===== config.mk =====
export PLATFORM = sky130hd
export DESIGN_NAME = rx_idle_flush_ctrl
export DESIGN_NICKNAME = d
export VERILOG_FILES = /design/src/rtl/rxf_pkg.sv /design/src/rtl/rxf_cfg_reg.sv /design/src/rtl/rxf_ms_timer.sv /design/src/rtl/rxf_flush_fsm.sv /design/src/rtl/rx_idle_flush_ctrl.sv
export SDC_FILE = /design/constraint.sdc
export NUM_CORES = 1
export LEC_CHECK = 0
export ABC_AREA = 1
export BUFFER_PORTS_ARGS = -buffer_cell sky130_fd_sc_hd__buf_4
export CAP_MARGIN = 25
export CORE_MARGIN = 2
export CORE_UTILIZATION = 49
export DETAILED_ROUTE_END_ITERATION = 16
export MAX_ROUTING_LAYER = met4
export PLACE_DENSITY = 0.74
export SLEW_MARGIN = 20
export SYNTH_ARGS = -nofsm -noshare
export SYNTH_HDL_FRONTEND = slang
export SYNTH_SLANG_ARGS = --single-unit

===== constraint.sdc =====
create_clock -name clk -period 1.5 [get_ports clk]
set_input_delay 0.3 -clock clk [delete_from_list [all_inputs] [get_ports clk]]
set_output_delay 0.3 -clock clk [all_outputs]
set_load 0.03 [all_outputs]

===== src/rtl/rxf_pkg.sv =====
package rxf_pkg;
    typedef enum logic [1:0] {
        ST_TIMING = 2'd0,
        ST_HOLD   = 2'd1,
        ST_FLUSH  = 2'd2
    } rxf_state_e;
endpackage


===== src/rtl/rxf_cfg_reg.sv =====
module rxf_cfg_reg #(
    parameter int CFG_W      = 8,
    parameter int DEFAULT_MS = 16
) (
    input  logic             clk,
    input  logic             rst_n,
    input  logic             cfg_we,
    input  logic [CFG_W-1:0] cfg_wdata,
    output logic [CFG_W-1:0] cfg_val
);
    localparam logic [CFG_W-1:0] RESET_VAL = CFG_W'(DEFAULT_MS);
    localparam logic [CFG_W-1:0] MIN_VAL   = CFG_W'(1);

    logic [CFG_W-1:0] wr_clamped;

    always_comb begin
        wr_clamped = (cfg_wdata == '0) ? MIN_VAL : cfg_wdata;
    end

    always_ff @(posedge clk) begin
        if (!rst_n) begin
            cfg_val <= RESET_VAL;
        end else if (cfg_we) begin
            cfg_val <= wr_clamped;
        end
    end

    assert_zero_write_clamped_R6: assert property (@(posedge clk) disable iff (!rst_n)
        (cfg_we && cfg_wdata == '0) |=> (cfg_val == MIN_VAL));

    assert_cfg_nonzero_R6: assert property (@(posedge clk) disable iff (!rst_n)
        cfg_val != '0);
endmodule


===== src/rtl/rxf_ms_timer.sv =====
module rxf_ms_timer #(
    parameter int CFG_W      = 8,
    parameter int DEFAULT_MS = 16
) (
    input  logic             clk,
    input  logic             rst_n,
    input  logic             restart,
    input  logic             ms_tick,
    input  logic [CFG_W-1:0] cfg_val,
    output logic             expired
);
    localparam logic [CFG_W-1:0] RESET_LIM = CFG_W'(DEFAULT_MS);

    logic [CFG_W-1:0] ms_cnt;
    logic [CFG_W-1:0] act_lim;

    always_ff @(posedge clk) begin
        if (!rst_n) begin
            act_lim <= RESET_LIM;
        end else if (restart) begin
            act_lim <= cfg_val;
        end
    end

    always_ff @(posedge clk) begin
        if (!rst_n) begin
            ms_cnt <= '0;
        end else if (restart) begin
            ms_cnt <= '0;
        end else if (ms_tick && (ms_cnt < act_lim)) begin
            ms_cnt <= ms_cnt + CFG_W'(1);
        end
    end

    always_comb begin
        expired = (ms_cnt == act_lim);
    end

    assert_restart_clears_R2: assert property (@(posedge clk) disable iff (!rst_n)
        restart |=> (ms_cnt == '0));

    assert_cnt_bounded_R9: assert property (@(posedge clk) disable iff (!rst_n)
        ms_cnt <= act_lim);

    assert_no_tick_no_advance_R3: assert property (@(posedge clk) disable iff (!rst_n)
        (!ms_tick && !restart) |=> $stable(ms_cnt));

    assert_limit_held_R7: assert property (@(posedge clk) disable iff (!rst_n)
        !restart |=> $stable(act_lim));
endmodule


===== src/rtl/rxf_flush_fsm.sv =====
module rxf_flush_fsm #(
    parameter int LVL_W = 7
) (
    input  logic             clk,
    input  logic             rst_n,
    input  logic             expired,
    input  logic             restart,
    input  logic             flush_ack,
    input  logic             pkt_full,
    input  logic [LVL_W-1:0] fifo_level,
    output logic             flush_req
);
    import rxf_pkg::*;

    rxf_state_e state_q, state_d;
    logic       has_data;

    always_comb begin
        has_data = (fifo_level != '0);
    end

    always_comb begin
        state_d = state_q;
        unique case (state_q)
            ST_TIMING: begin
                if (restart)               state_d = ST_TIMING;
                else if (expired && has_data) state_d = ST_FLUSH;
                else if (expired)          state_d = ST_HOLD;
            end
            ST_HOLD: begin
                if (restart)               state_d = ST_TIMING;
                else if (has_data)         state_d = ST_FLUSH;
            end
            ST_FLUSH: begin
                if (flush_ack)             state_d = ST_TIMING;
            end
            default:                       state_d = ST_TIMING;
        endcase
    end

    always_ff @(posedge clk) begin
        if (!rst_n) state_q <= ST_TIMING;
        else        state_q <= state_d;
    end

    always_comb begin
        flush_req = (state_q == ST_FLUSH);
    end

    assert_req_held_R5: assert property (@(posedge clk) disable iff (!rst_n)
        (flush_req && !flush_ack) |=> flush_req);

    assert_ack_drops_R5: assert property (@(posedge clk) disable iff (!rst_n)
        (flush_req && flush_ack) |=> !flush_req);

    assert_rise_needs_data_R4: assert property (@(posedge clk) disable iff (!rst_n)
        $rose(flush_req) |-> $past(fifo_level != '0));

    assert_rise_needs_expiry_R3: assert property (@(posedge clk) disable iff (!rst_n)
        $rose(flush_req) |-> $past(expired && !restart));

    assert_full_no_flush_R8: assert property (@(posedge clk) disable iff (!rst_n)
        (pkt_full && !flush_req) |=> !flush_req);
endmodule


===== src/rtl/rx_idle_flush_ctrl.sv =====
module rx_idle_flush_ctrl #(
    parameter int CFG_W      = 8,
    parameter int LVL_W      = 7,
    parameter int DEFAULT_MS = 16
) (
    input  logic             clk,
    input  logic             rst_n,
    input  logic             ms_tick,
    input  logic             fifo_wr,
    input  logic [LVL_W-1:0] fifo_level,
    input  logic             pkt_full,
    input  logic             flush_ack,
    input  logic             cfg_we,
    input  logic [CFG_W-1:0] cfg_wdata,
    output logic             flush_req
);
    logic [CFG_W-1:0] cfg_val;
    logic             expired;
    logic             restart;

    always_comb begin
        restart = fifo_wr | pkt_full | (flush_req & flush_ack);
    end

    rxf_cfg_reg #(.CFG_W(CFG_W), .DEFAULT_MS(DEFAULT_MS)) cfg_i (
        .clk       (clk),
        .rst_n     (rst_n),
        .cfg_we    (cfg_we),
        .cfg_wdata (cfg_wdata),
        .cfg_val   (cfg_val)
    );

    rxf_ms_timer #(.CFG_W(CFG_W), .DEFAULT_MS(DEFAULT_MS)) tmr_i (
        .clk     (clk),
        .rst_n   (rst_n),
        .restart (restart),
        .ms_tick (ms_tick),
        .cfg_val (cfg_val),
        .expired (expired)
    );

    rxf_flush_fsm #(.LVL_W(LVL_W)) fsm_i (
        .clk        (clk),
        .rst_n      (rst_n),
        .expired    (expired),
        .restart    (restart),
        .flush_ack  (flush_ack),
        .pkt_full   (pkt_full),
        .fifo_level (fifo_level),
        .flush_req  (flush_req)
    );

    assert_byte_write_no_rise_R2: assert property (@(posedge clk) disable iff (!rst_n)
        (fifo_wr && !flush_req) |=> !flush_req);
endmodule


==> results.cfg, run 1 <==
[status]
status = finished with violations
violations = negative setup slack

[synth]
synth_top_cell_area_share = 0.381
yosysWarnings = 0
synth_most_common_cell = nand2_1
synth_area_leader_cell = dfxtp_1
ys_ff_latch = 26
synth_area_sq_um = 1370
synth_cell_types = 21
synthCells = 196
synth_edf_count = 0
synthTopCellsByArea = dfxtp_1, nand2_1, ha_1
syn-num-nets = 227
yosysSeqAreaShare = 0.381
synth-main-ff-cell = dfxtp_1
syn_avg_cell_area_sq_um = 6.98
ys_top_cells_by_count = nand2_1, inv_1, dfxtp_1
synthArstFlopShare = 0

[placed_design]
post-dp-hpwl_microns = 2320
dpl-instance-area_sq_um = 1630
post-place-cells = 256
dp_slack_ns = -0.0130
gp_congestion = 0.773
port_buffers = 22

[grt]
grt_max_degree = 17
track_usage = 0.222
grt_overflow = 0
antenna_found_initial = 0
grt_pass1_vias = 1333
grt_pass1_wl_microns = 5530

[run]
cap_violations = 0

[hold_path]
min_path_type = in2reg
min-delay-start = cfg_we
min_path_cells = 2
whs_endpoint = cfg_i.cfg_val[3]

[worst_setup_path]
crit_top_cell = a21oi_2
regToRegStartpoint = tmr_i.ms_cnt[5]
crit_slowest_cell = dfxtp_2
cp_num_buf_inv = 1
reg2regPathDepth = 7
criticalPathCategory = reg2reg
reg2reg_to = tmr_i.ms_cnt[4]
startpoint_type = flop
critPathTopFamily = simple AND/OR/NAND/NOR gates
rrSetupSlack_ns = -0.04
critPathMaxFanout = 6
critical_path_arrival_ns = 1.81
cp-end-kind = flop
crit_chain = ha_4, a21oi_2, nor2_2, nor3_4, buf_6, nand3_2, a21oi_2
critPathMaxStageDelay_ns = 0.37
worstPathRequired_ns = 1.77

[routing]
drt-total-wl_microns = 3150
drt_iter0_drc = 38
avgRoutedWirePerCell_microns = 12.0
ant_nets = 0
vias = 1344
vias_per_cell = 5.15
drc = 0
dr.pass1.iters = 4

[sta]
fin_skew_ns = 0.00436
whs_ns = 0.197
layout_min_cycle_time_ns = 1.54
relSlewSlack = 0.736
final_hold_viol_count = 0
worst_slack_ns = -0.0394
clock.fmax_mhz = 650
worst_pin_slew_ns = 0.396
rsz0062_at_grt = yes
fin_crit_sh = 1.03
fin_tns_setup_ns = -0.122
slew_violations = 0
setup_viol = 7

[clock_tree]
clock_latency_ns = 0.32
numClockSinks = 26
h-tree-depth = 1
cts_made_buffers = 3
root_buffer = clkbuf_4
clockBufferDepth = 2
cts.clk_slew.worst_paths_ns = 0.14
cts_tree = built
cts_hold_buf = 0

[cells_and_area]
diodes = 0
area_delta_synth_final_pct = 33.4
layoutNonFillerInstCount = 261
fillerInstances = 236
final_nets = 262
multi_input_area_sq_um = 868
post-route-util = 0.673
drive_above_1_share = 0.322
fin_area_sq_um = 1820
seq_area_sq_um = 524

[die]
die_h_microns = 56.8
dieArea_sq_um = 3230
die_x_microns = 56.8
pin_count = 23
start_util = 0.505
placementRows = 19
core_area_sq_um = 2710

[power]
peakVddDrop_mv = 0.560
power_density_nw_per_um2 = 724
leakagePower_nw = 0.811
p_total_mw = 1.32
==> cell type report <==
| class | instances | share of cell area |
|---|---|---|
| tap | 31 | 0.0213 |
| clock buffer | 4 | 0.0199 |
| multi-input combinational | 139 | 0.476 |
| timing repair buffer | 33 | 0.138 |
| sequential | 26 | 0.287 |
| inverter | 28 | 0.0576 |
==> worst reg2reg max path: cells and delay by family, from the launching register on <==
kind,cells,cell delay [ns]
simple gates,3,0.42
flops,1,0.37
compound gates,2,0.27
fa+ha+maj,1,0.24
buf+inv,1,0.18
==> report_power, final <==
part / internal, mW / total, mW / switching (mW)
Sequential: 0.725 / 0.740 / 0.0157
Clock: 0.148 / 0.353 / 0.205
Combinational: 0.103 / 0.227 / 0.125
Total: 0.976 / 1.32 / 0.345
==> sequential cells by signal, indices dropped and copies added (netlist names) <==
signal         count
fsm_i.state_q      2
tmr_i.ms_cnt       8
tmr_i.act_lim      8
cfg_i.cfg_val      8
==> placed cells by master, fill, tap and decap left out, types with 2 or more instances in the layout <==
cell type	Yosys	routed
nand2_1	38	34
buf_4	0	32
inv_1	27	26
dfxtp_1	26	23
nor2_1	25	22
o21ai_0	15	15
a21oi_1	22	13
a21oi_2	0	9
nand3_1	14	8
nand3_2	1	7
nand2_2	3	6
ha_1	9	5
ha_4	0	4
nor2_2	0	3
nand4_1	3	3
xor2_1	3	3
clkbuf_4	0	3
dfxtp_2	0	3
inv_2	1	2
==> metal layers <==
layer  wire (microns)  track usage  vias to the layer above
met4               77       0.0897                        0
met3               74       0.0346                        9
met5                0            -                        -
li1                 -            -                      704
met1             1320        0.241                      609
met2             1670        0.400                       22
==> logic make-up after synthesis <==
logic type / share of synthesized area
DFF: 0.381
AOI/OAI and AO/OA: 0.150
xor gates and xnor gates: 0.0192
adders and majority gates: 0.0823
and+or+nand+nor: 0.281
buffers and inverters: 0.0869
==> worst max-delay path by stage <==
stage / depth (start not counted) / endpoint / from / slack [ns]
floorplan: 7 / tmr_i.ms_cnt[4] / tmr_i.ms_cnt[5] / 0.02
global placement: 8 / tmr_i.ms_cnt[3] / tmr_i.act_lim[5] / 0.02
detailed placement: 8 / tmr_i.ms_cnt[4] / tmr_i.act_lim[5] / -0.01
CTS: 8 / tmr_i.ms_cnt[5] / tmr_i.act_lim[6] / 0.0006
global route: 8 / tmr_i.ms_cnt[4] / tmr_i.act_lim[5] / -0.16
finish: 7 / tmr_i.ms_cnt[4] / tmr_i.ms_cnt[5] / -0.04
==> repair_timing <==
action / 4_1_cts / 5_1_grt
gates resized for setup: 11 / 22
setup buffers: 0 / 1
pin swaps: 10 / 14
hold endpoints to repair: 0 / 0
endpoints found under the setup margin: 9 / 10
Power figures use the tool's default switching activity.
==> run 2, diff against run 1 <==
--- a/config.mk
+++ b/config.mk
@@ -8,10 +8,10 @@
 export ABC_AREA = 1
 export BUFFER_PORTS_ARGS = -buffer_cell sky130_fd_sc_hd__buf_4
 export CAP_MARGIN = 25
+export CORE_ASPECT_RATIO = 1.4
 export CORE_MARGIN = 2
 export CORE_UTILIZATION = 49
 export DETAILED_ROUTE_END_ITERATION = 16
-export MAX_ROUTING_LAYER = met4
 export PLACE_DENSITY = 0.74
 export SLEW_MARGIN = 20
 export SYNTH_ARGS = -nofsm -noshare
==> run 2 against run 1 <==
  * The flow still finishes with violations (negative setup slack)
  * Critical endpoint is now tmr_i.ms_cnt[7]
  * Highest routed layer unchanged
  * Non-clock buffer count up 1
  * Clock skew down 0.0011 ns
  * Combinational power up 4%
  * Global-route usage down 0.98 points
==> results.cfg, run 2 (synthesis gave the netlist of run 1 again) <==
[status]
status = finished with violations
violations = negative setup slack

[clock_tree]
cts_hold_buf = 0
clock_latency_ns = 0.32
cts_made_buffers = 3
h-tree-depth = 1
cts_tree = built
clockBufferDepth = 2
numClockSinks = 26
root_buffer = clkbuf_4
cts.clk_slew.worst_paths_ns = 0.15

[cells_and_area]
drive_above_1_share = 0.325
final_common_cell = nand2_1
top_regs = cfg_i.cfg_val: 8 flops, tmr_i.act_lim: 8 flops, tmr_i.ms_cnt: 8 flops
area_delta_synth_final_pct = 33.3
diodes = 0
final_cell_mix = nand2_1, buf_4, inv_1
fillerInstances = 224
final_nets = 263

[sta]
rsz0062_at_grt = yes
setup_viol = 6
slew_violations = 0
final_hold_viol_count = 0
fin_tns_setup_ns = -0.0855
fin_crit_sh = 1.02
whs_ns = 0.192
worst_slack_ns = -0.0293
relSlewSlack = 0.763
clock.fmax_mhz = 654
layout_min_cycle_time_ns = 1.53
fin_skew_ns = 0.00328
worst_pin_slew_ns = 0.356

[die]
pin_count = 23
die_x_microns = 48.7
die_h_microns = 66.5
core_area_sq_um = 2640
start_util = 0.518
dieArea_sq_um = 3240
placementRows = 22

[worst_setup_path]
critical_path_arrival_ns = 1.78
rrSetupSlack_ns = -0.03
reg2regPathDepth = 8
startpoint_type = flop
criticalPathCategory = reg2reg
critPathMaxStageDelay_ns = 0.34
critPathTopFamily = simple AND/OR/NAND/NOR gates
regToRegStartpoint = tmr_i.act_lim[5]
cp_num_buf_inv = 2
worstPathRequired_ns = 1.75
cp-end-kind = flop
crit_chain = inv_2, ha_4, a21oi_2, nor2_2, nor3_4, buf_4, nand3_1, a21oi_1
critPathMaxFanout = 3
crit_slowest_cell = dfxtp_2
reg2reg_to = tmr_i.ms_cnt[7]

[placed_design]
port_buffers = 22
gp_congestion = 0.794
dp_slack_ns = -0.0398
post-dp-hpwl_microns = 2370

[grt]
grt_pass1_wl_microns = 5510
grt_pass1_vias = 1405
track_usage = 0.212
grt_max_degree = 17
grt_overflow = 0
antenna_found_initial = 0

[routing]
vias_per_cell = 5.13
drt-total-wl_microns = 3390
drt_iter0_drc = 26
avgRoutedWirePerCell_microns = 12.7
vias = 1370
dr.pass1.iters = 4
ant_nets = 0
drc = 0

[hold_path]
min_path_type = in2reg
whs_endpoint = cfg_i.cfg_val[4]
min_path_cells = 3
min-delay-start = cfg_wdata[4]

[power]
peakVddDrop_mv = 0.669
power_density_nw_per_um2 = 735
leakagePower_nw = 0.809
p_total_mw = 1.34

[run]
cap_violations = 0
## run 2: cell count changes in the layout (fill, tap and decap cells not counted), sizes merged
| cell | delta |
|---|---|
| buf | +1 |
## run 2: worst reg2reg max path, cell delays in order (launching register included)
cell and delay (ns):
dfxtp_2 0.34, inv_2 0.07, ha_4 0.20, a21oi_2 0.14
nor2_2 0.07, nor3_4 0.24, buf_4 0.18, nand3_1 0.06
a21oi_1 0.15
## run 2: area by class of cell
type,count,area [sq um],share of cell area
well taps,36,45.0,0.0247
repair buffers,34,259,0.142
multi-input cells,139,848,0.465
flip-flops and latches,26,529,0.290
inverters,28,105,0.0577
clock buffers,4,36.3,0.0199
## run 2: worst max path at each step
stage | depth (start not counted) | end | from
after floorplan | 7 | tmr_i.ms_cnt[4] | tmr_i.ms_cnt[5]
after global placement | 8 | tmr_i.ms_cnt[2] | tmr_i.act_lim[5]
after detailed placement | 8 | tmr_i.ms_cnt[4] | tmr_i.act_lim[5]
after CTS | 8 | tmr_i.ms_cnt[2] | tmr_i.act_lim[6]
after global routing | 8 | tmr_i.ms_cnt[0] | tmr_i.act_lim[5]
final | 8 | tmr_i.ms_cnt[7] | tmr_i.act_lim[5]
## run 2: through the flow
stage / utilization / std cells / cell area, sq um
2_1_floorplan: - / 196 / 1370
3_3_place_gp: 0.620 / 261 / 1640
3_5_place_dp: 0.620 / 261 / 1640
4_1_cts: 0.646 / 266 / 1710
5_1_grt: 0.690 / 267 / 1820
6_report: 0.690 / 267 / 1820
## run 2: what timing repair did
item	in CTS	in global routing
hold endpoints to repair	0	0
pin swaps	7	7
endpoints found under the setup margin	9	9
resized for setup	7	27
buffers inserted	1	1
## run 2: power by group
part | switching, mW | total [mW] | internal (mW)
sequential | 0.0149 | 0.741 | 0.726
combinational | 0.130 | 0.237 | 0.107
clock | 0.214 | 0.362 | 0.148
## run 2: metal layers
| metal | part of all wire | wire length [microns] | global-route usage | vias up |
|---|---|---|---|---|
| li1 | - | - | - | 707 |
| met1 | 0.38 | 1300 | 0.213 | 632 |
| met2 | 0.59 | 1990 | 0.454 | 29 |
| met3 | 0.022 | 75 | 0.0135 | 2 |
| met4 | 0.0062 | 21 | 0.0607 | 0 |
| met5 | 0 | 0 | 0 | - |
==> run 3, diff against run 2 <==
--- a/config.mk
+++ b/config.mk
@@ -9,11 +9,12 @@
 export BUFFER_PORTS_ARGS = -buffer_cell sky130_fd_sc_hd__buf_4
 export CAP_MARGIN = 25
 export CORE_ASPECT_RATIO = 1.4
-export CORE_MARGIN = 2
-export CORE_UTILIZATION = 49
+export CORE_MARGIN = 5
+export CORE_UTILIZATION = 50
 export DETAILED_ROUTE_END_ITERATION = 16
-export PLACE_DENSITY = 0.74
+export PLACE_DENSITY = 0.75
 export SLEW_MARGIN = 20
 export SYNTH_ARGS = -nofsm -noshare
 export SYNTH_HDL_FRONTEND = slang
+export SYNTH_HIERARCHICAL = 1
 export SYNTH_SLANG_ARGS = --single-unit
==> run 3 against run 2 <==
  * The run still ends with negative setup slack left
  * Worst setup slack got worse by 0.063 ns
  * Combinational power rose by 22%
  * Routed wire length rose by 6.8%
  * Clock power rose by 60%
  * Synthesized cell count rose by 11%
  * Sequential share of layout area fell by 3.6 points
  * Die area rose by 28%
  * Design area rose by 15%
  * Cell count rose by 10%
  * Critical path type unchanged
==> results.cfg, run 3 <==
[power]
clockPowerShare = 0.360
p_seq_frac = 0.460
leakagePower_nw = 0.980
power_density_nw_per_um2 = 769
p_int_mw = 1.22
p_sw_mw = 0.394
netSwitchingFraction = 0.245
combPwrFrac = 0.180
peakVddDrop_mv = 0.770

[clock_tree]
cts_made_buffers = 3
numClockSinks = 26
cts_hold_buf = 0
cts_tree = built
clock_latency_ns = 0.28
clockBufferDepth = 2
root_buffer = clkbuf_8
h-tree-depth = 1
cts.clk_slew.worst_paths_ns = 0.09

[sta]
layout_min_cycle_time_ns = 1.59
fin_crit_sh = 1.06
setup_viol = 8
worst_pin_slew_ns = 0.345
clock.fmax_mhz = 628
final_hold_viol_count = 0
fin_tns_setup_ns = -0.378
slew_violations = 0
rsz0062_at_grt = yes
worst_slack_ns = -0.0923
fin_skew_ns = 0.00686
relSlewSlack = 0.768

[cells_and_area]
final_cell_mix = nor2_1, buf_4, nand2_1
final_nets = 289
final_common_cell = nor2_1
area_delta_synth_final_pct = 42.7
fillerInstances = 206
top_regs = cfg_i/cfg_val: 8 flops, tmr_i/act_lim: 8 flops, tmr_i/ms_cnt: 8 flops
drive_above_1_share = 0.362
diodes = 0

[routing]
dr.pass1.iters = 4
vias_per_cell = 5.11
drc = 0
drt_iter0_drc = 52
avgRoutedWirePerCell_microns = 12.3
ant_nets = 0
drt-total-wl_microns = 3620
vias = 1502

[placed_design]
post-dp-hpwl_microns = 2400
gp_congestion = 0.749
dp_slack_ns = -0.0303
port_buffers = 22

[worst_setup_path]
criticalPathCategory = reg2reg
critPathMaxStageDelay_ns = 0.35
rrSetupSlack_ns = -0.09
critPathMaxFanout = 6
cp-end-kind = flop
crit_top_cell = nand2_2
cp_num_buf_inv = 3
startpoint = tmr_i/ms_cnt[3]
critPathTopFamily = simple AND/OR/NAND/NOR gates
crit_slowest_cell = dfxtp_2
crit_chain = ha_4, nand2_2, inv_2, buf_4, nand2_2, nand2_2, nand2_4, buf_12, nand3_4, nand2_2, nand2_1, nor2_1
regToRegStartpoint = tmr_i/ms_cnt[3]
critical_path_arrival_ns = 1.81
worstPathRequired_ns = 1.71
startpoint_type = flop

[synth]
ys_ff_latch = 26
synth_most_common_cell = nand2_1
synthArstFlopShare = 0
synthTopCellsByArea = dfxtp_1, nand2_1, nor2_1
synth_cell_types = 24
synth-main-ff-cell = dfxtp_1
yosysWarnings = 6
yosysSeqAreaShare = 0.355
synth_area_sq_um = 1470
synth_edf_count = 0
syn-num-nets = 248
synth_top_cell_area_share = 0.355
synthCells = 217
ys_top_cells_by_count = nand2_1, nor2_1, inv_1
syn_avg_cell_area_sq_um = 6.76
synth_area_leader_cell = dfxtp_1

[status]
violations = negative setup slack
status = finished with violations

[die]
pin_count = 23
core_area_sq_um = 2850
die_h_microns = 74.1
start_util = 0.515
placementRows = 23
die_x_microns = 55.8
dieArea_sq_um = 4130

[grt]
antenna_found_initial = 0
grt_pass1_wl_microns = 5490
grt_overflow = 0
track_usage = 0.167
grt_pass1_vias = 1401
grt_max_degree = 18

[hold_path]
min_path_type = in2reg
min-delay-start = cfg_wdata[7]

[run]
cap_violations = 0
==> run 3: kinds of logic (layout without fill, tap and decap cells) <==
| logic type | count (synthesis) | count (layout) | share of synthesized area |
|---|---|---|---|
| simple gates | 112 | 113 | 0.342 |
| buf+inv | 42 | 81 | 0.124 |
| compound gates | 28 | 28 | 0.102 |
| flops | 26 | 26 | 0.355 |
| fa+ha+maj | 9 | 9 | 0.0768 |
==> run 3: final timing paths <==
kind | end | depth (start not counted)
hold reg to reg | tmr_i/act_lim[4] | 2
setup / recovery | tmr_i/ms_cnt[7] | 12
setup reg to reg | tmr_i/ms_cnt[7] | 12
hold / removal | cfg_i/cfg_val[7] | 3
==> run 3: final cells by class <==
type | count | area, sq um | area share
multi-input combinational | 150 | 975 | 0.466
sequential | 26 | 532 | 0.254
timing repair buffer | 39 | 327 | 0.156
inverter | 38 | 143 | 0.0681
tap | 37 | 46.3 | 0.0221
clock buffer | 3 | 41.3 | 0.0197
clock inverter | 1 | 30.0 | 0.0143
==> run 3: per-stage QoR <==
stage / util / hold slack (ns) / instances / total power, mW / cell area [sq um]
2_1_floorplan: - / 0.384 / 217 / 0.879 / 1480
3_3_place_gp: 0.615 / 0.443 / 284 / 0.962 / 1750
3_5_place_dp: 0.615 / 0.457 / 284 / 0.969 / 1750
4_1_cts: 0.659 / 0.252 / 289 / 1.55 / 1880
5_1_grt: 0.735 / 0.261 / 294 / 1.68 / 2090
6_report: 0.735 / 0.249 / 294 / 1.61 / 2090
==> run 3: power by group through the flow <==
stage / Combinational (mW) / Clock (mW) / Sequential [mW]
2_1_floorplan: 0.129 / 0 / 0.750
3_3_place_gp: 0.210 / 0 / 0.751
3_5_place_dp: 0.217 / 0 / 0.752
4_1_cts: 0.229 / 0.586 / 0.737
5_1_grt: 0.323 / 0.611 / 0.743
6_report: 0.290 / 0.580 / 0.740
==> run 3: timing repair <==
item,in CTS,in global routing
cloned,1,1
setup buffers,0,4
endpoints found under the setup margin,4,10
gates resized for setup,9,38
pin swaps,1,14
==> run 3: metal layers <==
metal | wire, microns | part of all wire | GRT usage | up-vias
li1 | - | - | - | 765
met1 | 1350 | 0.37 | 0.166 | 698
met2 | 2050 | 0.57 | 0.330 | 32
met3 | 142 | 0.039 | 0.0243 | 7
met4 | 75 | 0.021 | 0.0946 | 0
met5 | 0 | 0 | 0 | -
==> run 3: worst register-to-register path: stages (launching register included) <==
cell	delay, ns
dfxtp_2	0.35
ha_4	0.24
nand2_2	0.07
inv_2	0.05
buf_4	0.12
nand2_2	0.05
nand2_2	0.07
nand2_4	0.12
buf_12	0.12
nand3_4	0.06
nand2_2	0.09
nand2_1	0.06
nor2_1	0.11
